### config.mk
export PLATFORM = sky130hd
export DESIGN_NAME = dwt_lift_analysis
export DESIGN_NICKNAME = d
export VERILOG_FILES = /design/src/rtl/dwt_lift_pkg.sv /design/src/rtl/dwt_phase_split.sv /design/src/rtl/dwt_lift_core.sv /design/src/rtl/dwt_gain_out.sv /design/src/rtl/dwt_lift_analysis.sv
export SDC_FILE = /design/constraint.sdc
export NUM_CORES = 2
export LEC_CHECK = 0
export CORE_ASPECT_RATIO = 1.2
export CORE_MARGIN = 2
export CORE_UTILIZATION = 65
export CTS_CLUSTER_SIZE = 24
export DETAILED_ROUTE_END_ITERATION = 7
export DONT_BUFFER_PORTS = 1
export PLACE_DENSITY_LB_ADDON = 0.08
export SYNTH_ARGS = -nofsm -noshare
export SYNTH_HDL_FRONTEND = slang
export SYNTH_SLANG_ARGS = --single-unit
export TNS_END_PERCENT = 10
### constraint.sdc
create_clock -name clk -period 63.3 [get_ports clk]
set_input_delay 0 -clock clk [delete_from_list [all_inputs] [get_ports clk]]
set_output_delay 0 -clock clk [all_outputs]
set_load 0.005 [all_outputs]
### src/rtl/dwt_lift_pkg.sv
package dwt_lift_pkg;
  localparam int SMP_W     = 16;
  localparam int ACC_W     = 18;
  localparam int COEF_W    = 18;
  localparam int SHR_W     = 5;
  localparam int TERM_W    = ACC_W + 6;
  localparam int SUM_W     = TERM_W + 2;
  localparam int PROD_W    = ACC_W + COEF_W + 1;
  localparam int LAG_PAIRS = 3;
  localparam int ACC_HI    = 2 ** (ACC_W - 1) - 1;
  localparam int ACC_LO    = -(2 ** (ACC_W - 1));
  localparam int SMP_HI    = 2 ** (SMP_W - 1) - 1;
  localparam int SMP_LO    = -(2 ** (SMP_W - 1));

  typedef logic signed [SMP_W-1:0]  smp_t;
  typedef logic signed [ACC_W-1:0]  acc_t;
  typedef logic signed [TERM_W-1:0] term_t;
  typedef logic signed [SUM_W-1:0]  sum_t;

  typedef struct packed {
    logic signed [COEF_W-1:0] mant;
    logic [SHR_W-1:0]         shr;
  } tap_t;

  // lifting constants: mantissa scaled by 2^17, shift = 17 - exponent
  localparam tap_t K_P1   = '{mant: -18'sd101676, shr: 5'd15};
  localparam tap_t K_U1A  = '{mant: -18'sd80006,  shr: 5'd20};
  localparam tap_t K_U1B  = '{mant:  18'sd76546,  shr: 5'd18};
  localparam tap_t K_P2A  = '{mant:  18'sd85189,  shr: 5'd14};
  localparam tap_t K_P2B  = '{mant: -18'sd108954, shr: 5'd16};
  localparam tap_t K_U2A  = '{mant:  18'sd104101, shr: 5'd15};
  localparam tap_t K_U2B  = '{mant:  18'sd79482,  shr: 5'd21};
  localparam tap_t K_P3   = '{mant:  18'sd82339,  shr: 5'd18};
  localparam tap_t K_GLO  = '{mant: -18'sd126039, shr: 5'd20};
  localparam tap_t K_GHI  = '{mant: -18'sd68152,  shr: 5'd13};

  // product with round-half-up before the right shift
  function automatic term_t tap_mul(input acc_t x, input tap_t t);
    logic signed [ACC_W+COEF_W-1:0] p;
    logic signed [PROD_W-1:0]       q;
    logic signed [PROD_W-1:0]       r;
    p = x * t.mant;
    q = {p[ACC_W+COEF_W-1], p} + (PROD_W'(1) << (t.shr - 5'd1));
    r = q >>> t.shr;
    return r[TERM_W-1:0];
  endfunction

  function automatic acc_t sat_acc(input sum_t v);
    if (v > ACC_HI)      return ACC_W'(ACC_HI);
    else if (v < ACC_LO) return ACC_W'(ACC_LO);
    else                 return v[ACC_W-1:0];
  endfunction

  function automatic smp_t sat_smp(input term_t v);
    if (v > SMP_HI)      return SMP_W'(SMP_HI);
    else if (v < SMP_LO) return SMP_W'(SMP_LO);
    else                 return v[SMP_W-1:0];
  endfunction

  // one lifting step: base plus two rounded terms, saturated
  function automatic acc_t lift_step(input acc_t base, input term_t a, input term_t b);
    sum_t s;
    s = {{(SUM_W-ACC_W){base[ACC_W-1]}}, base}
      + {{(SUM_W-TERM_W){a[TERM_W-1]}}, a}
      + {{(SUM_W-TERM_W){b[TERM_W-1]}}, b};
    return sat_acc(s);
  endfunction

  function automatic acc_t widen(input smp_t s);
    return {{(ACC_W-SMP_W){s[SMP_W-1]}}, s};
  endfunction
endpackage

### src/rtl/dwt_phase_split.sv
module dwt_phase_split
  import dwt_lift_pkg::*;
(
  input  logic             clk,
  input  logic             rst_n,
  input  logic             frame_start,
  input  logic             in_valid,
  input  logic [SMP_W-1:0] in_sample,
  output logic             pair_fire,
  output acc_t             pair_even,
  output acc_t             pair_odd
);
  logic odd_phase;
  smp_t even_hold;

  assign pair_fire = in_valid && odd_phase && !frame_start;
  assign pair_even = widen(even_hold);
  assign pair_odd  = widen(smp_t'(in_sample));

  always_ff @(posedge clk) begin
    if (!rst_n || frame_start) begin
      odd_phase <= 1'b0;
      even_hold <= '0;
    end else if (in_valid) begin
      odd_phase <= !odd_phase;
      if (!odd_phase) even_hold <= smp_t'(in_sample);
    end
  end
endmodule

### src/rtl/dwt_lift_core.sv
module dwt_lift_core
  import dwt_lift_pkg::*;
(
  input  logic clk,
  input  logic rst_n,
  input  logic clear,
  input  logic fire,
  input  acc_t ev,
  input  acc_t od,
  output acc_t lo_pre,
  output acc_t hi_pre
);
  acc_t e_d1, o1_d1, e2_d1, e2_d2, o3_d1;
  acc_t o5_line [LAG_PAIRS];
  acc_t o1_w, e2_w, o3_w, e4_w, o5_w;

  // pair n: o1[n], e2[n-1], o3[n], e4[n-3], o5[n]
  always_comb begin
    o1_w = lift_step(od,    tap_mul(ev, K_P1),     '0);
    e2_w = lift_step(e_d1,  tap_mul(o1_w, K_U1A),  tap_mul(o1_d1, K_U1B));
    o3_w = lift_step(o1_w,  tap_mul(e2_w, K_P2A),  tap_mul(e2_d1, K_P2B));
    e4_w = lift_step(e2_d2, tap_mul(o3_w, K_U2A),  tap_mul(o3_d1, K_U2B));
    o5_w = lift_step(o3_w,  tap_mul(e4_w, K_P3),   '0);
  end

  assign lo_pre = e4_w;
  assign hi_pre = o5_line[LAG_PAIRS-1];

  always_ff @(posedge clk) begin
    if (!rst_n || clear) begin
      e_d1  <= '0;
      o1_d1 <= '0;
      e2_d1 <= '0;
      e2_d2 <= '0;
      o3_d1 <= '0;
    end else if (fire) begin
      e_d1  <= ev;
      o1_d1 <= o1_w;
      e2_d1 <= e2_w;
      e2_d2 <= e2_d1;
      o3_d1 <= o3_w;
    end
  end

  // alignment delay for the odd branch
  generate
    for (genvar g = 0; g < LAG_PAIRS; g++) begin : g_o5_dly
      always_ff @(posedge clk) begin
        if (!rst_n || clear)  o5_line[g] <= '0;
        else if (fire)        o5_line[g] <= (g == 0) ? o5_w : o5_line[(g == 0) ? 0 : g-1];
      end
    end
  endgenerate
endmodule

### src/rtl/dwt_gain_out.sv
module dwt_gain_out
  import dwt_lift_pkg::*;
(
  input  logic             clk,
  input  logic             rst_n,
  input  logic             clear,
  input  logic             fire,
  input  acc_t             lo_pre,
  input  acc_t             hi_pre,
  output logic             fill_done,
  output logic             out_valid,
  output logic [SMP_W-1:0] lo_out,
  output logic [SMP_W-1:0] hi_out
);
  localparam int CNT_W = $clog2(LAG_PAIRS + 1);
  logic [CNT_W-1:0] fill_cnt;

  assign fill_done = (fill_cnt == CNT_W'(LAG_PAIRS));

  always_ff @(posedge clk) begin
    if (!rst_n) begin
      fill_cnt  <= '0;
      out_valid <= 1'b0;
      lo_out    <= '0;
      hi_out    <= '0;
    end else if (clear) begin
      fill_cnt  <= '0;
      out_valid <= 1'b0;
    end else begin
      out_valid <= fire && fill_done;
      if (fire && !fill_done) fill_cnt <= fill_cnt + 1'b1;
      if (fire && fill_done) begin
        lo_out <= sat_smp(tap_mul(lo_pre, K_GLO));
        hi_out <= sat_smp(tap_mul(hi_pre, K_GHI));
      end
    end
  end
endmodule

### src/rtl/dwt_lift_analysis.sv
module dwt_lift_analysis
  import dwt_lift_pkg::*;
(
  input  logic             clk,
  input  logic             rst_n,
  input  logic             frame_start,
  input  logic             in_valid,
  input  logic [SMP_W-1:0] in_sample,
  output logic             out_valid,
  output logic [SMP_W-1:0] lo_out,
  output logic [SMP_W-1:0] hi_out
);
  logic pair_fire;
  logic fill_done;
  acc_t pair_even, pair_odd, lo_pre, hi_pre;

  dwt_phase_split u_split (
    .clk(clk), .rst_n(rst_n), .frame_start(frame_start),
    .in_valid(in_valid), .in_sample(in_sample),
    .pair_fire(pair_fire), .pair_even(pair_even), .pair_odd(pair_odd)
  );

  dwt_lift_core u_core (
    .clk(clk), .rst_n(rst_n), .clear(frame_start), .fire(pair_fire),
    .ev(pair_even), .od(pair_odd), .lo_pre(lo_pre), .hi_pre(hi_pre)
  );

  dwt_gain_out u_gain (
    .clk(clk), .rst_n(rst_n), .clear(frame_start), .fire(pair_fire),
    .lo_pre(lo_pre), .hi_pre(hi_pre), .fill_done(fill_done),
    .out_valid(out_valid), .lo_out(lo_out), .hi_out(hi_out)
  );
endmodule

==> flow_summary_export.csv <==
group,metric,value,unit
setup_path,worst-path-stages,169,
detailed_routing,avgViaCountPerCell,5.713,
timing,grt_setup_unrepaired,"false",
logic_synthesis,syn_avg_cell_area,9.210,µm²
layout,final_cell_mix,"inv_1, ha_1, fa_1, nand2_1, a21oi_1",
layout,drive_above_1_share,0.02396,
timing,clock-skew-final,25.32,ps
setup_path,critical-path-max-stage-delay,820,ps
floorplanning,io_pins,53,
placed_design,dp_hpwl,158.5,mm
layout,layout-area-overhead-vs-synth,3.618,%
hold_path,holdCritPathClass,"input pin to flop",
flow_run,max_cap_violations,0,
setup_path,worstPathMaxFanout,42,
setup_path,worstPathBufferInverterCount,29,
hold_path,timing.hold.worst_path_depth,3,
clock_network,post_cts_clock_slew_at_the_launch_and_capture_registers_of_the_worst_setup_and_hold_paths,90,ps
timing,worst_pin_slew,1195,ps
floorplanning,die_width,309.0,µm
clock_network,post-cts-setup-buffers,0,
clock_network,tritoncts_num_sinks,194,
layout,final_instance_area,75180,µm²
global_route,grt_pass1_wl,299.7,mm
logic_synthesis,mappedNetlistArea,72560,µm²
global_route,grt_start_max_net_pins,66,
global_route,overflow,0,
timing,setup_viol,0,
clock_network,cts_tree,"done",
detailed_routing,detail_route.wirelength,183.3,mm
timing,worst_hold_slack,63.14,ps
detailed_routing,num_vias,53380,
detailed_routing,post-route-drc-count,0,
floorplanning,die_height,370.0,µm
layout,finish.cell_count_without_fillers,9344,
global_route,antenna_found_initial,1,
setup_path,ff2ff_path_depth,169,
global_route,via_count_of_the_first_global_routing_pass,56310,
global_route,groute.layer.met2.usage,0.5503,
floorplanning,core-area,111000,µm²
clock_network,total_clock_buffers_created_by_cts,17,
timing,post-route-min-period,49420,ps
setup_path,slowest_stage,"nor2b_1",
detailed_routing,drt.antenna.violating_nets,0,
logic_synthesis,async_flop_share,0,
setup_path,critPathKind,"flop to flop",
logic_synthesis,synth_ff_type,"dfxtp_1",
layout,layout.cells.most_common,"inv_1",
timing,finalHoldViolations,0,
clock_network,cts.repair.resized,0,
setup_path,arrival,49830,ps
clock_network,clockRootBuffer,"clkbuf_16",
logic_synthesis,synth_cells,7878,
logic_synthesis,synth-edff-count,54,
timing,post-route-period-util,0.7807,
timing,setup_tns,0,ps
detailed_routing,initialDrtViolationCount,3540,
setup_path,worstSetupStartpointType,"flop",
placed_design,gp_routability_congestion,0.9983,
floorplanning,design.die.area,114300,µm²
placed_design,postPlaceCellArea,74270,µm²
logic_synthesis,ys_ff_latch,194,
status,run_status,"finished clean",
setup_path,cp.required,63710,ps
logic_synthesis,synth_fp_nets,10530,
clock_network,clk-insertion-delay-late,550,ps
clock_network,htree_num_levels,4,
global_route,grt_busiest_layer,"met2",
logic_synthesis,synth_warnings,0,
logic_synthesis,yosysUniqueCellTypes,119,
placed_design,io_buffer_count,0,
logic_synthesis,synth-seq-area-share,0.06097,
global_route,gr-usage-met1,0.4629,
timing,final_max_slew_viol_count,0,
floorplanning,floorplan.initialDensity,0.6537,
layout,final_net_count,10480,
clock_network,post_cts_hold_buffer_count,29,
floorplanning,rows,134,
timing,timing.fmax,0.02024,GHz
detailed_routing,avgRoutedWirePerCell,19.62,µm
setup_path,cpLargestDelayFamily,"adder cells",
detailed_routing,drtPass1Iterations,6,
clock_network,cts_max_path_buffers,2,
setup_path,setup.worst_path.end_class,"flop",
global_route,global_routing_usage_on_met3,0.04920,
global_route,gr-usage-all-layers,0.3355,
placed_design,post-place-cells,9282,
timing,max-slew-margin-rel,0.2003,
tightest hold or removal path, stage by stage:
cell and delay [ps]:
nor2b_2 30, buf_4 220, and3_1 200
Yosys cell counts (10+ instances only):
master / count / area, µm²
and4_1: 12 / 105.1
a221o_1: 19 / 190.2
and2_1: 46 / 287.8
o311ai_0: 10 / 87.58
buf_1: 13 / 48.80
xnor2_1: 346 / 3030
o22ai_1: 27 / 168.9
o211ai_1: 21 / 157.7
o21a_1: 67 / 503.0
or3_1: 28 / 175.2
a21oi_1: 367 / 1837
nor3_1: 93 / 465.5
a21o_1: 158 / 1186
edfxtp_1: 54 / 1622
nor4_1: 12 / 75.07
nand3_1: 92 / 460.4
o21ai_1: 11 / 55.05
a211oi_1: 61 / 457.9
nand4_1: 42 / 262.8
nor2_1: 331 / 1242
or2_2: 31 / 193.9
o21bai_1: 43 / 322.8
nor2b_1: 51 / 319.1
a31o_2: 16 / 140.1
inv_1: 1857 / 6970
fa_1: 1130 / 22620
ha_1: 1498 / 18740
nand2b_1: 52 / 325.3
and3_1: 95 / 594.3
clkbuf_1: 105 / 394.1
o31ai_1: 15 / 112.6
xor2_1: 171 / 1498
a21boi_0: 13 / 97.59
a211o_1: 11 / 96.34
dfxtp_1: 140 / 2803
a311oi_1: 11 / 96.34
a31oi_1: 41 / 256.5
a2111oi_0: 12 / 105.1
nor3b_1: 16 / 120.1
o21ai_0: 176 / 880.8
nand2_1: 368 / 1381
mux2i_1: 21 / 210.2
per-layer routing:
layer  vias to the layer above  routed length, µm
met5                         -                 13
met4                         2               5609
met3                       280              10980
met2                      1369              85350
met1                     26310              81360
li1                      25420                  -
layout make-up:
type                    count  area [µm²]
clock buffers              17       425.4
inverters                1859        6978
flip-flops and latches    194        4427
well taps                1496        1872
diodes                      1       2.502
repair buffers             69       590.6
fillers                  9161       35810
clock inverters            15       192.7
multi-input cells        5693       60700
sequential cells by signal, summed over array words and instances, names as in the netlist:
signal / flops
u_gain.out_valid: 1
u_core.e_d1: 16
u_core.o1_d1: 18
u_split.odd_phase: 1
u_core.o3_d1: 18
u_gain.lo_out: 16
u_split.even_hold: 16
u_core.o5_line: 54
u_gain.fill_cnt: 2
u_core.e2_d1: 18
u_core.e2_d2: 18
u_gain.hi_out: 16
logic make-up after synthesis:
| kind of cell | synth area share |
|---|---|
| adders and majority gates | 0.5702 |
| buffers and inverters | 0.1036 |
| and+or+nand+nor | 0.08953 |
| AOI/OAI and AO/OA | 0.1091 |
| xor gates and xnor gates | 0.06272 |
| DFF | 0.06098 |
| muxes | 0.003828 |
| other | 0.00005168 |
path summary, 6_finish.rpt:
path                                                             to                              start  slack [ps]
worst min-delay path             u_core.o5_line[2][4]$_SDFFCE_PN0P_                        frame_start          60
worst max register to register  u_core.o5_line[0][14]$_SDFFCE_PN0P_  u_split.even_hold[5]$_SDFFE_PP0P_       13880
worst max-delay path            u_core.o5_line[0][14]$_SDFFCE_PN0P_  u_split.even_hold[5]$_SDFFE_PP0P_       13880
worst min register to register         u_core.e_d1[14]$_SDFFE_PP0P_       u_core.e_d1[14]$_SDFFE_PP0P_         490
stage by stage:
stage,setup slack (ps),util
2_1_floorplan,19280,-
3_3_place_gp,15750,0.6692
3_5_place_dp,14700,0.6692
4_1_cts,14510,0.6774
5_1_grt,10790,0.6774
6_report,13880,0.6774
Power is not shown: default switching activity piles up to over one toggle a cycle in this logic, so the estimate is an artifact.
